**config.mk**
```make
export PLATFORM = sky130hd
export DESIGN_NAME = spi_fifo_irq_unit
export DESIGN_NICKNAME = d
export VERILOG_FILES = /design/src/rtl/spi_irq_pkg.sv /design/src/rtl/spi_cfg_reg.sv /design/src/rtl/spi_lvl_flags.sv /design/src/rtl/spi_sticky_bank.sv /design/src/rtl/spi_fifo_irq_unit.sv
export SDC_FILE = /design/constraint.sdc
export NUM_CORES = 1
export LEC_CHECK = 0
export BUFFER_PORTS_ARGS = -buffer_cell sky130_fd_sc_hd__buf_2
export CELL_PAD_IN_SITES_DETAIL_PLACEMENT = 1
export CELL_PAD_IN_SITES_GLOBAL_PLACEMENT = 1
export CORE_MARGIN = 5
export CORE_UTILIZATION = 32
export DETAILED_ROUTE_END_ITERATION = 7
export PLACE_DENSITY = 0.86
export SYNTH_ARGS = -nofsm -noshare
export SYNTH_HDL_FRONTEND = slang
export SYNTH_HIERARCHICAL = 1
export SYNTH_SLANG_ARGS = --single-unit
```
**constraint.sdc**
```tcl
create_clock -name clk -period 1.8 [get_ports clk]
set_input_delay 0.09 -clock clk [delete_from_list [all_inputs] [get_ports clk]]
set_output_delay 0.09 -clock clk [all_outputs]
set_load 0.02 [all_outputs]
```
**src/rtl/spi_irq_pkg.sv**
```systemverilog
package spi_irq_pkg;
  localparam int NIRQ = 5;
  localparam int NCLR = 4;
  localparam int NSTICKY = 3;

  // status bit positions
  localparam int ST_BUSY    = 0;
  localparam int ST_TXFULL  = 1;
  localparam int ST_TXEMPTY = 2;
  localparam int ST_RXEMPTY = 3;
  localparam int ST_RXFULL  = 4;

  // interrupt bit positions
  localparam int IRQ_TXLOW = 0;
  localparam int IRQ_TXOVF = 1;
  localparam int IRQ_RXUNF = 2;
  localparam int IRQ_RXOVF = 3;
  localparam int IRQ_RXHI  = 4;

  // sticky slot order inside the sticky bank
  localparam int SK_TXOVF = 0;
  localparam int SK_RXUNF = 1;
  localparam int SK_RXOVF = 2;

  // map the clear-register layout onto sticky slots
  function automatic logic [NSTICKY-1:0] clr_decode(input logic [NCLR-1:0] c);
    logic [NSTICKY-1:0] r;
    r           = '0;
    r[SK_TXOVF] = c[0] | c[3];
    r[SK_RXUNF] = c[0] | c[1];
    r[SK_RXOVF] = c[0] | c[2];
    return r;
  endfunction
endpackage

```
**src/rtl/spi_cfg_reg.sv**
```systemverilog
module spi_cfg_reg #(
  parameter int W = 5
) (
  input  logic         clk,
  input  logic         rst_n,
  input  logic         we,
  input  logic [W-1:0] d,
  output logic [W-1:0] q
);
  always_ff @(posedge clk or negedge rst_n) begin
    if (!rst_n)  q <= '0;
    else if (we) q <= d;
  end
endmodule

```
**src/rtl/spi_lvl_flags.sv**
```systemverilog
module spi_lvl_flags #(
  parameter int DEPTH = 32,
  parameter int LVL_W = $clog2(DEPTH + 1)
) (
  input  logic [LVL_W-1:0] tx_level,
  input  logic [LVL_W-1:0] rx_level,
  input  logic [LVL_W-1:0] tx_thr,
  input  logic [LVL_W-1:0] rx_thr,
  output logic             tx_full,
  output logic             tx_empty,
  output logic             rx_full,
  output logic             rx_empty,
  output logic             tx_low,
  output logic             rx_high
);
  localparam logic [LVL_W-1:0] FULL_LVL = LVL_W'(DEPTH);

  function automatic logic at_or_below(input logic [LVL_W-1:0] lvl,
                                       input logic [LVL_W-1:0] thr);
    return lvl <= thr;
  endfunction

  function automatic logic strictly_above(input logic [LVL_W-1:0] lvl,
                                          input logic [LVL_W-1:0] thr);
    return lvl > thr;
  endfunction

  always_comb begin
    tx_full  = (tx_level == FULL_LVL);
    tx_empty = (tx_level == '0);
    rx_full  = (rx_level == FULL_LVL);
    rx_empty = (rx_level == '0);
    tx_low   = at_or_below(tx_level, tx_thr);
    rx_high  = strictly_above(rx_level, rx_thr);
  end
endmodule

```
**src/rtl/spi_sticky_bank.sv**
```systemverilog
module spi_sticky_bank #(
  parameter int N = 3
) (
  input  logic         clk,
  input  logic         rst_n,
  input  logic [N-1:0] set_ev,
  input  logic [N-1:0] clr_ev,
  output logic [N-1:0] q
);
  for (genvar i = 0; i < N; i++) begin : g_bit
    always_ff @(posedge clk or negedge rst_n) begin
      if (!rst_n)         q[i] <= 1'b0;
      else if (set_ev[i]) q[i] <= 1'b1;   // set beats clear
      else if (clr_ev[i]) q[i] <= 1'b0;
    end
  end
endmodule

```
**src/rtl/spi_fifo_irq_unit.sv**
```systemverilog
module spi_fifo_irq_unit
  import spi_irq_pkg::*;
#(
  parameter int DEPTH = 32,
  parameter int LVL_W = $clog2(DEPTH + 1)
) (
  input  logic             clk,
  input  logic             rst_n,
  input  logic             busy_i,
  input  logic [LVL_W-1:0] tx_level_i,
  input  logic [LVL_W-1:0] rx_level_i,
  input  logic             tx_push_i,
  input  logic             rx_pop_i,
  input  logic             rx_frame_i,
  input  logic             mask_we_i,
  input  logic [4:0]       mask_wdata_i,
  input  logic             clr_we_i,
  input  logic [3:0]       clr_wdata_i,
  input  logic             dma_we_i,
  input  logic [1:0]       dma_wdata_i,
  input  logic             txthr_we_i,
  input  logic             rxthr_we_i,
  input  logic [LVL_W-1:0] thr_wdata_i,
  output logic [4:0]       status_o,
  output logic [4:0]       raw_irq_o,
  output logic [4:0]       masked_irq_o,
  output logic             irq_o,
  output logic             tx_dma_req_o,
  output logic             rx_dma_req_o
);
  logic [NIRQ-1:0]    mask_q;
  logic [1:0]         dma_en_q;
  logic [LVL_W-1:0]   tx_thr_q, rx_thr_q;
  logic               tx_full, tx_empty, rx_full, rx_empty, tx_low, rx_high;
  logic [NSTICKY-1:0] sticky_set, sticky_clr, sticky_q;

  spi_cfg_reg #(.W(NIRQ))  u_mask  (.clk(clk), .rst_n(rst_n), .we(mask_we_i),
                                    .d(mask_wdata_i), .q(mask_q));
  spi_cfg_reg #(.W(2))     u_dma   (.clk(clk), .rst_n(rst_n), .we(dma_we_i),
                                    .d(dma_wdata_i), .q(dma_en_q));
  spi_cfg_reg #(.W(LVL_W)) u_txthr (.clk(clk), .rst_n(rst_n), .we(txthr_we_i),
                                    .d(thr_wdata_i), .q(tx_thr_q));
  spi_cfg_reg #(.W(LVL_W)) u_rxthr (.clk(clk), .rst_n(rst_n), .we(rxthr_we_i),
                                    .d(thr_wdata_i), .q(rx_thr_q));

  spi_lvl_flags #(.DEPTH(DEPTH), .LVL_W(LVL_W)) u_lvl (
    .tx_level(tx_level_i), .rx_level(rx_level_i),
    .tx_thr(tx_thr_q), .rx_thr(rx_thr_q),
    .tx_full(tx_full), .tx_empty(tx_empty),
    .rx_full(rx_full), .rx_empty(rx_empty),
    .tx_low(tx_low), .rx_high(rx_high)
  );

  // named error events
  logic ev_tx_ovf, ev_rx_unf, ev_rx_ovf;
  assign ev_tx_ovf = tx_push_i  & tx_full;
  assign ev_rx_unf = rx_pop_i   & rx_empty;
  assign ev_rx_ovf = rx_frame_i & rx_full;

  always_comb begin
    sticky_set           = '0;
    sticky_set[SK_TXOVF] = ev_tx_ovf;
    sticky_set[SK_RXUNF] = ev_rx_unf;
    sticky_set[SK_RXOVF] = ev_rx_ovf;
    sticky_clr           = clr_we_i ? clr_decode(clr_wdata_i) : '0;
  end

  spi_sticky_bank #(.N(NSTICKY)) u_sticky (
    .clk(clk), .rst_n(rst_n), .set_ev(sticky_set), .clr_ev(sticky_clr), .q(sticky_q)
  );

  always_comb begin
    status_o             = '0;
    status_o[ST_BUSY]    = busy_i;
    status_o[ST_TXFULL]  = tx_full;
    status_o[ST_TXEMPTY] = tx_empty;
    status_o[ST_RXEMPTY] = rx_empty;
    status_o[ST_RXFULL]  = rx_full;

    raw_irq_o            = '0;
    raw_irq_o[IRQ_TXLOW] = tx_low;
    raw_irq_o[IRQ_TXOVF] = sticky_q[SK_TXOVF];
    raw_irq_o[IRQ_RXUNF] = sticky_q[SK_RXUNF];
    raw_irq_o[IRQ_RXOVF] = sticky_q[SK_RXOVF];
    raw_irq_o[IRQ_RXHI]  = rx_high;
  end

  assign masked_irq_o = raw_irq_o & mask_q;
  assign irq_o        = |masked_irq_o;
  assign tx_dma_req_o = dma_en_q[1] & tx_low;
  assign rx_dma_req_o = dma_en_q[0] & rx_high;
endmodule

```
---- Yosys cells after proc, flatten, opt, wreduce, memory -nomap -nowiden ----
Cells that the tools add are included.
operators by class
  bitwise operators ....................... 9
  eq/ne operators ......................... 2
  multiplexer cells ....................... 7
  shifts and indexed selects .............. 0
  divide/modulo/power cells ............... 0
  $mul .................................... 0
  $lt $le $gt $ge ......................... 2
  reduce and logical (&&, ||, !) cells .... 6
  add/sub/neg operators ................... 0
operator list
  kind                                         count
  6-bit equality test (second input constant)  2
  6-bit zero test                              2
  6-bit > comparator                           1
  6-bit <= comparator                          1
  1-bit two-way mux                            6
  2-bit nonzero test                           3
  1-bit bitwise AND                            5
  5-bit bitwise AND                            1
  5-bit OR reduction                           1
  3-bit two-way mux                            1
  1-bit OR                                     3
word-level totals
  bits of input ports ..................... 40
  memories ................................ 0
  RAM bits ................................ 0
  memory bits (read-only) ................. 0
  latch bits .............................. 0
  bits in registers ....................... 22

---- Logic depth before layout (Yosys ltp) ----
Gate-level depths: netlist of run 1.
  depth after elaboration ................. 4
  gate-level depth with buffers ........... 7

---- Hierarchy ----
Netlist of run 1, hierarchy kept.
modules (own cells, without submodules)
  module                      instances  cells each  area an instance (µm²)  sequential area each (µm²)
  spi_cfg_reg at u_rxthr ...  2          13          251.5                   150.1
  spi_lvl_flags               1          51          355.3                   0.0
  spi_cfg_reg at u_mask       1          10          181.4                   125.1
  spi_fifo_irq_unit           1          22          157.7                   0.0
  spi_sticky_bank             1          9           108.9                   75.1
  spi_cfg_reg at u_dma        1          4           72.6                    50.0

---- Worst setup path after synthesis of run 1 ----
No wires, ideal clock.
  path type ............................... reg-to-output
  from .................................... register u_rxthr.q[5]
  to ...................................... output port irq_o
  cell stages (with the launch flop) ...... 8
  data arrival time ....................... 1839 ps
  buffers on the path ..................... 0
  path slack .............................. -129 ps
  required time ........................... 1710 ps
  path through ............................ dfrtp_1 > inv_1 > ha_1 > and4_1 > and3_1 > a31oi_1 > and2_1 > or4_4
on the way
  cells in the longest elaborated chain, start to end .. 3
ends and longest elaborated chain
  what                      line                     text
  start: declaration        spi_cfg_reg.sv:8         output logic [W-1:0] q
  start signal: assignment  spi_cfg_reg.sv:11        if (!rst_n) q <= '0;
  start signal: assignment  spi_cfg_reg.sv:12        else if (we) q <= d;
  6-bit > comparator        spi_lvl_flags.sv:25      return lvl > thr;
  via rx_high               spi_fifo_irq_unit.sv:34  logic tx_full, tx_empty, rx_full, rx_empty, tx_low, rx_high;
  5-bit bitwise AND         spi_fifo_irq_unit.sv:88  assign masked_irq_o = raw_irq_o & mask_q;
  via masked_irq_o[4]       spi_fifo_irq_unit.sv:26  output logic [4:0] masked_irq_o,
  5-bit OR reduction        spi_fifo_irq_unit.sv:89  assign irq_o = |masked_irq_o;
  end: declaration          spi_fifo_irq_unit.sv:27  output logic irq_o,
The timed path passes the listed nets, and every way through them passes these cells.

---- Worst setup path after layout of run 1 ----
  from .................................... register u_rxthr.q[2]
  to ...................................... output port irq_o
on the way
  cells in the longest elaborated chain, start to end .. 3
ends and longest elaborated chain
  what                line
  6-bit > comparator  spi_lvl_flags.sv:25
  5-bit bitwise AND   spi_fifo_irq_unit.sv:88
  5-bit OR reduction  spi_fifo_irq_unit.sv:89
Every way passes these cells.

==> metrics.md, run 1 <==
| Metric | Value |
|---|---|
| Cell Pwr Density | 759 nW/um^2 |
| Failing checks | setup timing |
| First-pass GRT wire length | 6.04 mm |
| 1st-pass router iterations | 4 |
| Final Hold Fails | 0 |
| FMAX | 429 MHz |
| Worst Hold Margin | 0.0535 ns |
| WL/cell | 16.2 um |
| Synth top cells by count | 22 x dfrtp_1, 16 x inv_1, 12 x ha_1, 12 x mux2_4, 10 x and2_1 |
| Most common cell in the netlist | dfrtp_1 |
| Status | complete, but fails checks |
| RD Place Congestion | 0.740 |
| Initial drt markers | 18 |
| Tmin final | 2.33 ns |
| Peak supply drop | 0.411 mV |
| Nets | 249 |
| Clock Latency Late Sink | 0.26 ns |
| Dominant synthesized flop cell | dfrtp_1 |
| Yosys top cell area share | 0.399 |
| Area Overhead vs Synth | 51.9% |
| Cells after Synth | 122 |
| Crit path launch type | flop |
| Vias in the first global route | 1,309 |
| Cell taking the most area after synthesis | dfrtp_1 |
| Async S/R FF share, synth | 1.00 |
| Tcrit/Tclk final | 1.29 |
| # IOs | 58 |
| Num rows | 23 |
| EDFF count, synth | 0 |
| Post-route ant nets | 0 |
| Least-Margin Pin Slew | 0.507 ns |
| Unique masters post-synth | 27 |
| Max H-tree Level | 1 |
| Vias after detailed routing | 1,146 |
| Worst hold path class | input pin to flop |
| Synthesized net count | 174 |
| Initial antenna violation count | 0 |
| Vias per cell | 4.66 |
| Num CTS Buffers | 3 |
| Sequential area share after synthesis | 0.399 |
| Ant. Diodes | 0 |
| Post-DP HPWL | 3.12 mm |
| Root buffer cell | clkbuf_8 |
| Leak Pwr | 1.11 nW |
| Clock slew at reported path FFs | 0.09 ns |
| Worst Path Arrival | 2.24 ns |
| Aggregate global routing overflow | 0 |
| Slew Limit Fails | 0 |
| DRC Markers | 0 |
| Die outline width | 75.6 um |
| Non-filler cells, final | 246 |
| Top fanout value on the critical path | 2 |
| Clock Path Buffers | 2 |
| Avg Cell Area, Syn | 11.3 sq um |
| Synth Warn # | 6 |
| Hold depth | 2 |
| Rel. slew slack | 0.662 |
| Starting Density | 0.337 |
| Setup Skew | 0 ns |
| Largest net degree at the start of global routing | 23 |
| Synth area leaders | dfrtp_1 40%, mux2_4 13%, ha_1 11% |
| Die Y | 75.6 um |
| # setup viols final | 7 |
| Critical path required time | 1.71 ns |
| MaxCap Viol Count | 0 |
| Cell area after synthesis | 1380 sq um |
| Port bufs | 55 |
| Yosys reg bits | 22 |
| Crit Path Category | flop to output port |
| Setup crit end kind | output port |
| CTS tree | built |
| Worst Reg-to-Reg Cells | 3 |
| # clock sinks | 22 |
| Die area | 5720 sq um |
| GRT Util Overall | 0.141 |
| Placed insts | 233 |
| Core area | 4090 sq um |
| Drt total wl | 3.98 mm |
| Share of layout cells above drive strength 1 | 0.653 |
| RSZ-0062 raised after global routing | yes |
| Setup ws final | -0.529 ns |
worst paths after layout:
path	to	startpoint	slack, ns
min in group asynchronous	u_rxthr/q[1]	rst_n	0.31
hold / removal	u_dma/q[0]	dma_wdata_i[0]	0.05
hold reg to reg	u_mask/q[3]	u_mask/q[3]	0.51
setup / recovery	irq_o	u_rxthr/q[2]	-0.53
setup reg to reg	u_txthr/q[4]	u_txthr/q[4]	0.76
max in group asynchronous	u_mask/q[4]	rst_n	1.14
cell usage in the layout, fill, tap and decap left out, drive strengths merged, types with 2 or more instances in the layout:
cell and instances:
ha 12, or4 2, nor3 2, a21o 5, a21oi 3, inv 16, and2 10, buf 78
dfrtp 22, clkbuf 3, and3 2, mux2 19, nand2 3, o21a 3, nor2 3
area by class of cell:
class	instances	area [sq um]
clock buffer	3	41.3
tap	50	62.6
timing repair buffer	79	505
fill	446	1990
inverter	16	60.1
multi-input combinational	75	845
clock inverter	1	30.0
sequential	22	551
per-stage QoR:
stage	setup TNS (ns)	util	setup WS, ns	area, sq um	total power [mW]
2_1_floorplan	-0.0210	-	-0.0210	1400	0.805
3_3_place_gp	-0.249	0.434	-0.185	1770	0.961
3_5_place_dp	-0.368	0.434	-0.279	1770	0.986
4_1_cts	-1.45	0.479	-0.514	1960	1.53
5_1_grt	-2.03	0.513	-0.604	2090	1.67
6_report	-1.35	0.513	-0.529	2090	1.59
flip-flops by register name, summed over array words and instances (netlist names):
signal and flops:
u_dma/q 2, u_mask/q 5, u_rxthr/q 6, u_sticky/q 3, u_txthr/q 6
what timing repair did:
item | in CTS | in global routing
setup endpoints to repair | 7 | 7
cloned | 0 | 0
buffers inserted | 2 | 6
hold buffers | 1 | 0
resized for setup | 21 | 17
endpoints found under the hold margin | 22 | 0
pin swaps | 10 | 6
critical path, stage by stage, from the launching register on:
cell and delay (ns):
dfrtp_1 0.36, inv_1 0.06, ha_1 0.28, and4_4 0.22
and3_4 0.19, a31oi_4 0.04, and2_4 0.17, or4_4 0.50
buf_6 0.15
kinds of logic (layout without fill, tap and decap cells):
| family | Yosys count | count (layout) | synth area share |
|---|---|---|---|
| buf+inv | 25 | 99 | 0.0980 |
| flops | 22 | 22 | 0.399 |
| fa+ha+maj | 12 | 12 | 0.109 |
| mux | 19 | 19 | 0.188 |
| simple gates | 29 | 29 | 0.132 |
| compound gates | 15 | 15 | 0.0744 |
per-layer routing:
| metal | track usage | vias up | wire [um] |
|---|---|---|---|
| li1 | - | 556 | - |
| met1 | 0.158 | 554 | 1480 |
| met2 | 0.277 | 32 | 2230 |
| met3 | 0.0185 | 4 | 208 |
| met4 | 0.0369 | 0 | 57 |
| met5 | 0 | - | 0 |
power by group:
part / switching, mW / internal (mW) / total (mW)
logic: 0.230 / 0.328 / 0.558
registers: 0.0271 / 0.538 / 0.565
clock network: 0.170 / 0.297 / 0.467
(Power assumes the default switching activity.)
==> run 2, diff against run 1 <==
Settings changed: CELL_PAD_IN_SITES_DETAIL_PLACEMENT 1 to not set, CELL_PAD_IN_SITES_GLOBAL_PLACEMENT 1 to not set, CORE_UTILIZATION 32 to 40, PLACE_DENSITY 0.86 to 0.82.
==> run 2 against run 1 <==
Effect of this change: the flow finishes with violations (hold timing, setup timing); worst setup slack worse by 0.030 ns; via count down 0.79%; sequential share of layout area up 1.0 points; utilization up 9.1 points; non-clock buffer count unchanged; combinational power down 7.2%.
==> metrics.md, run 2 (synthesized netlist as in run 1, its figures left out) <==
| Metric | Value |
|---|---|
| Status | complete, but fails checks |
| Failing checks | hold timing, setup timing |
| Multi-input logic area | 806 sq um (-4.6%) |
| R2r startpoint | u_rxthr/q[1] |
| Core area | 3340 sq um (-18%) |
| # clock sinks | 22 (unchanged) |
| Commonest non-fill, non-tap cell in the layout | buf_2 |
| RR Endpoint | u_rxthr/q[1] |
| Final Util | 0.604 (+0.0915) |
| Drt total wl | 3.26 mm (-18%) |
| Post-route ant nets | 0 (unchanged) |
| Port bufs | 55 (unchanged) |
| Top fanout value on the critical path | 2 (unchanged) |
| First-pass GRT wire length | 4.28 mm (-29%) |
| P_sw | 391 uW (-8.4%) |
| CTS tree | built |
| # fillers | 258 (-42%) |
| Sequential share of power | 0.415 (+0.060) |
| 1st-pass router iterations | 4 (unchanged) |
| Register Area | 551 sq um (unchanged) |
| Rel. slew slack | 0.681 (+0.0188) |
| Clock power frac | 0.204 (-0.090) |
| Clock slew at reported path FFs | 0.13 ns (+0.04 ns) |
| Setup crit end kind | output port |
| Worst Hold Margin | -0.000178 ns (-0.0536 ns) |
| Most frequent cells in the layout | 49 x buf_2, 22 x dfrtp_1, 20 x buf_4 |
| Vias per cell | 4.70 (+0.85%) |
| # setup viols final | 7 (unchanged) |
| Tcrit/Tclk final | 1.31 (+0.0166) |
| Die area | 4720 sq um (-17%) |
| Final Hold Fails | 1 (+1) |
| Largest net degree at the start of global routing | 23 (unchanged) |
| Crit path launch type | flop |
| Worst hold path class | input pin to flop |
| RD Place Congestion | 0.820 (+11%) |
| Switching fraction of total power | 0.288 (+0.0191) |
| Vias in the first global route | 1,013 (-23%) |
| Post-DP HPWL | 2.36 mm (-24%) |
| Die Y | 68.7 um (-9.2%) |
| Slew Limit Fails | 0 (unchanged) |
| Max H-tree Level | 1 (unchanged) |
| # IOs | 58 (unchanged) |
| WL/cell | 13.5 um (-17%) |
| Pint | 968 uW (-17%) |
| Area Overhead vs Synth | 46.2% |
| RSZ-0062 raised after global routing | yes |
| Clock Path Buffers | 2 (unchanged) |
| Share of layout cells above drive strength 1 | 0.638 (-0.0153) |
| Aggregate global routing overflow | 0 (unchanged) |
| Cell Pwr Density | 674 nW/um^2 (-11%) |
| Nets | 249 (unchanged) |
| Hold depth | 2 (unchanged) |
| Placed insts | 223 (-4.3%) |
| Ant. Diodes | 0 (unchanged) |
| Worst Setup EP | irq_o |
| Crit Path Category | flop to output port |
| GRT Util Overall | 0.124 (-0.0177) |
| Tmin final | 2.36 ns (+0.0299 ns) |
| Non-filler cells, final | 242 (-1.6%) |
| Worst Reg-to-Reg Cells | 4 (+1) |
| MaxCap Viol Count | 0 (unchanged) |
| Setup Skew | 0 ns (unchanged) |
| DRC Markers | 0 (unchanged) |
| Setup ws final | -0.559 ns (-0.0299 ns) |
| Initial antenna violation count | 0 (unchanged) |
| FMAX | 424 MHz (-1.3%) |
| Clock Latency Late Sink | 0.32 ns (+0.06 ns) |
| Root buffer cell | clkbuf_4 |
| Die outline width | 68.7 um (-9.2%) |
| Comb power frac | 0.382 (+0.031) |
| Num CTS Buffers | 3 (unchanged) |
| Vias after detailed routing | 1,137 (-0.79%) |
| Worst Path Arrival | 2.27 ns (+0.03 ns) |
| Num rows | 21 (-8.7%) |
| Setup_tns | -1.44 ns (-0.0872 ns) |
| Peak supply drop | 0.267 mV (-35%) |
| Worst reg2reg setup slack | 0.68 ns (-0.08 ns) |
| Largest regs | u_rxthr/q (6), u_txthr/q (6), u_mask/q (5) |
| Worst Setup SP | u_rxthr/q[5] |
| Critical path required time | 1.71 ns (about the same) |
| Least-Margin Pin Slew | 0.478 ns (-0.0281 ns) |
| Leak Pwr | 1.09 nW (-1.6%) |
| Starting Density | 0.413 (+0.0758) |
| Initial drt markers | 19 (+1) |
## run 2: changes by cell type in the layout (fill, tap and decap cells not counted), moves of 2 or more
cell,before,now
clkbuf_4,0,3
a21oi_2,3,1
a21oi_1,0,2
ha_1,5,7
ha_4,7,5
buf_4,22,20
clkbuf_8,3,1
## run 2: per-layer routing
layer,up-vias,share of wire,wire length [um],global-route usage
met5,-,0,0,0
met4,0,0.017,54,0.0438
met3,6,0.094,307,0.0357
met2,45,0.50,1640,0.237
met1,530,0.39,1260,0.125
li1,556,-,-,-
## run 2: stage by stage
stage / hold WS (ns) / total power, mW / cell area (sq um) / setup slack, ns
after floorplan: -0.206 / 0.805 / 1400 / -0.0210
after global placement: 0.0749 / 0.929 / 1720 / -0.169
after detailed placement: 0.0710 / 0.941 / 1720 / -0.256
after CTS: 0.0000184 / 1.28 / 1880 / -0.501
after global routing: 0.00559 / 1.43 / 2020 / -0.621
final: -0.000178 / 1.36 / 2020 / -0.559
## run 2: worst max-delay path: stages, from the launching register on
cell and delay, ns:
dfrtp_1 0.38, inv_2 0.06, ha_4 0.27, and4_4 0.23, and3_4 0.17, a31oi_2 0.04
and2_4 0.15, or4_4 0.51, buf_6 0.15
## run 2: area by class of cell
cell class | count | area share
timing repair buffer | 79 | 0.251
multi-input combinational | 75 | 0.400
tap | 46 | 0.0286
clock buffer | 4 | 0.0180
inverter | 16 | 0.0298
sequential | 22 | 0.273
## run 2: what timing repair did
action | 4_1_cts | 5_1_grt
hold buffers | 1 | 1
cloned | 0 | 0
setup buffers | 8 | 7
endpoints found under the setup margin | 7 | 7
gates resized for setup | 15 | 19
pin swaps | 11 | 4
hold endpoints to repair | 22 | 1
## run 2: how the worst min path moves through the flow
stage	slack, ns	startpoint	to
after CTS	0.00002	dma_wdata_i[0]	u_dma/q[0]
after detailed placement	0.07	rst_n	u_sticky/q[2]
after global routing	0.006	mask_wdata_i[4]	u_mask/q[4]
after floorplan	-0.21	rst_n	u_dma/q[0]
after global placement	0.07	rst_n	u_sticky/q[1]
final	-0.0002	dma_wdata_i[1]	u_dma/q[1]
## run 2: power groups by stage
| stage | Sequential (mW) | Clock, mW | Combinational, mW |
|---|---|---|---|
| 6_report | 0.563 | 0.277 | 0.518 |
| 3_5_place_dp | 0.572 | 0 | 0.369 |
| 4_1_cts | 0.561 | 0.276 | 0.442 |
| 5_1_grt | 0.569 | 0.299 | 0.562 |
| 3_3_place_gp | 0.569 | 0 | 0.360 |
| 2_1_floorplan | 0.566 | 0 | 0.239 |
==> run 3, diff against run 2 <==
Settings changed: ABC_AREA set to 1, PLACE_DENSITY 0.82 to 0.83, SYNTH_HIERARCHICAL 1 to not set.
==> run 3 against run 2 <==
Effect of this change: the flow finishes with violations (hold timing); via count up 7.1%; die area is 2.0% lower; flip-flop and latch count is the same; maximum frequency rose by 36%; worst setup slack improved by 0.62 ns; utilization is 2.5 points lower; clock skew did not move; global-route usage is 0.73 points higher; register-to-register slack improved by 0.34 ns; hold slack got worse by 0.0019 ns; area after synthesis decreased by 2.4%; combinational power is 23% lower; largest power group unchanged; highest routed layer unchanged.
==> metrics.md, run 3 <==
| Metric | Value |
|---|---|
| Status | complete, but fails checks |
| Failing checks | hold timing |
| Synthesized net count | 212 (+22%) |
| RR Endpoint | u_mask.q[4] |
| Aggregate global routing overflow | 0 (unchanged) |
| Most common cell in the netlist | nand2_1 |
| Die Y | 68.0 um (-1.0%) |
| Async S/R FF share, synth | 1.00 (unchanged) |
| Share of layout cells above drive strength 1 | 0.452 (-0.185) |
| 1st-pass router iterations | 4 (unchanged) |
| MaxCap Viol Count | 0 (unchanged) |
| Area Overhead vs Synth | 41.4% |
| Tcrit/Tclk final | 0.965 (-0.346) |
| WL/cell | 11.7 um (-13%) |
| R2r startpoint | u_mask.q[4] |
| Drt total wl | 3.12 mm (-4.2%) |
| Die area | 4630 sq um (-2.0%) |
| Initial antenna violation count | 0 (unchanged) |
| Clock Latency Late Sink | 0.30 ns (-0.02 ns) |
| Worst Path Arrival | 1.65 ns (-0.62 ns) |
| Nets | 274 (+10%) |
| Vias in the first global route | 1,160 (+15%) |
| Largest regs | u_rxthr.q (6), u_txthr.q (6), u_mask.q (5) |
| Num CTS Buffers | 3 (unchanged) |
| Num rows | 21 (unchanged) |
| RD Place Congestion | 0.794 (-3.2%) |
| Setup crit end kind | output port |
| Clock Path Buffers | 2 (unchanged) |
| Commonest non-fill, non-tap cell in the layout | buf_2 |
| Root buffer cell | clkbuf_4 |
| Post-Synth Simple-Gate Area | 0.227 (+0.0952) |
| EDFF count, synth | 0 (unchanged) |
| Initial drt markers | 9 (-10) |
| Die outline width | 68.0 um (-1.0%) |
| Final Util | 0.579 (-0.0246) |
| Post-route ant nets | 0 (unchanged) |
| Leak Pwr | 1.04 nW (-5.2%) |
| Yosys top cell area share | 0.409 (+0.00965) |
| Setup Skew | 0 ns (unchanged) |
| Main combinational cell family by area after synthesis | simple AND/OR/NAND/NOR gates |
| Vias per cell | 4.56 (-2.9%) |
| Post-DP HPWL | 2.38 mm (+0.62%) |
| # clock sinks | 22 (unchanged) |
| Max H-tree Level | 1 (unchanged) |
| Least-Margin Pin Slew | 0.486 ns (+0.00756 ns) |
| Top fanout value on the critical path | 2 (unchanged) |
| Worst reg2reg setup slack | 1.02 ns (+0.34 ns) |
| Unique masters post-synth | 17 (-37%) |
| Cell taking the most area after synthesis | dfrtp_1 |
| Clock slew at reported path FFs | 0.13 ns (about the same) |
| Most frequent cells in the layout | 50 x buf_2, 35 x nand2_1, 22 x inv_1, 22 x dfrtp_1, 15 x o21ai_0 |
| GRT Util Overall | 0.131 (+0.00735) |
| Cell area after synthesis | 1350 sq um (-2.4%) |
| Rel. slew slack | 0.676 (-0.00504) |
| Starting Density | 0.410 (-0.00329) |
| Largest net degree at the start of global routing | 23 (unchanged) |
| Cells after Synth | 160 (+31%) |
| # setup viols final | 0 (-7) |
| Setup ws final | 0.0634 ns (+0.622 ns) |
| Slew Limit Fails | 0 (unchanged) |
| Peak supply drop | 0.274 mV (+2.8%) |
| Port bufs | 55 (unchanged) |
| Compound-Gate Fraction of Synth Area | 0.0669 (-0.00750) |
| Synth Warn # | 0 (-6) |
| Worst hold path class | input pin to flop |
| DRC Markers | 0 (unchanged) |
| # IOs | 58 (unchanged) |
| Avg Cell Area, Syn | 8.41 sq um (-26%) |
| Worst Hold Margin | -0.00208 ns (-0.00190 ns) |
| Worst Setup EP | rx_dma_req_o |
| Post-synthesis xor/xnor area fraction | 0 (unchanged) |
| Final Hold Fails | 1 (unchanged) |
| Crit Path Category | flop to output port |
| FMAX | 576 MHz (+36%) |
| Worst Setup SP | u_rxthr.q[3] |
| RSZ-0062 raised after global routing | yes |
| Cell Pwr Density | 699 nW/um^2 (+3.7%) |
| First-pass GRT wire length | 4.62 mm (+7.9%) |
| Crit path launch type | flop |
| Synth top cells by count | 39 x nand2_1, 29 x inv_1, 22 x dfrtp_1 |
| Setup_tns | 0 ns (+1.44 ns) |
| Yosys reg bits | 22 (unchanged) |
| Core area | 3280 sq um (-1.6%) |
| CTS tree | built |
| Mux contribution to synthesized area | 0.0586 (-0.129) |
| Dominant synthesized flop cell | dfrtp_1 |
| Critical path required time | 1.71 ns (about the same) |
| Ant. Diodes | 0 (unchanged) |
| Sequential area share after synthesis | 0.409 (+0.00965) |
| Overall power | 1.33 mW (-2.1%) |
| Post-Synth Adder-Cell Area | 0.112 (+0.00263) |
| Synth area leaders | dfrtp_1 41%, ha_1 11%, nand2_1 11% |
| Pre-CTS setup slack | 0.333 ns (+0.588 ns) |
| Tmin final | 1.74 ns (-0.622 ns) |
| Vias after detailed routing | 1,218 (+7.1%) |
| Worst Reg-to-Reg Cells | 1 (-3) |
==> run 3: cell count changes after synthesis, sizes merged, moves of 7 or more <==
cell	before	now
mux2	19	7
nor2	3	10
and2	10	0
nand2	3	42
o21ai	1	15
inv	16	29
==> run 3: how the worst min path moves through the flow <==
stage	startpoint	endpoint	slack, ns	depth (start not counted)
2_1_floorplan	rst_n	u_dma.q[0]	-0.21	0
3_3_place_gp	rst_n	u_dma.q[1]	0.07	1
4_1_cts	thr_wdata_i[2]	u_rxthr.q[2]	0.0001	3
3_5_place_dp	rst_n	u_dma.q[1]	0.08	1
5_1_grt	mask_wdata_i[3]	u_mask.q[3]	0.003	2
6_report	thr_wdata_i[2]	u_rxthr.q[2]	-0.002	3
==> run 3: repair_timing <==
item | in CTS | in global routing
buffers inserted | 0 | 3
pin swaps | 0 | 13
resized for setup | 2 | 27
endpoints found under the setup margin | 1 | 6
hold buffers | 8 | 0
hold endpoints to repair | 29 | 0
cloned | 0 | 0
==> run 3: final cells by class <==
type	count	area, sq um
fill	297	1380
multi-input combinational	100	732
sequential	22	551
timing repair buffer	66	402
inverter	29	109
tap	46	57.6
clock inverter	1	30.0
clock buffer	3	22.5
==> run 3: cells by family after synthesis <==
| group | after synthesis |
|---|---|
| muxes | 7 |
| adders and majority gates | 12 |
| buffers and inverters | 38 |
| DFF | 22 |
| AOI/OAI and AO/OA | 18 |
| and+or+nand+nor | 63 |
==> run 3: through the flow <==
step	instances	area, sq um
finish	267	1900
global route	267	1900
CTS	264	1750
detailed placement	252	1620
global placement	252	1620
floorplan	160	1350
==> run 3: power breakdown <==
part           total [mW]  switching, mW  internal, mW
registers           0.553         0.0185         0.535
logic               0.399          0.212         0.187
clock network       0.379          0.154         0.225
total                1.33          0.384         0.947
==> run 3: layer usage <==
metal / vias to the layer above / share of wire / track usage
met5: - / 0 / 0
met4: 0 / 0.0051 / 0.0298
met3: 4 / 0.082 / 0.0246
met2: 41 / 0.50 / 0.255
met1: 555 / 0.41 / 0.144
li1: 618 / - / -
==> run 3: critical path, cell delays in order, from the launching register on <==
cell and delay, ns:
dfrtp_1 0.37, inv_2 0.05, ha_4 0.26, nand2_2 0.05, nor2_2 0.11, nand2_1 0.07, nand3_2 0.09, nand2_2 0.08
nor2_2 0.14, buf_6 0.13
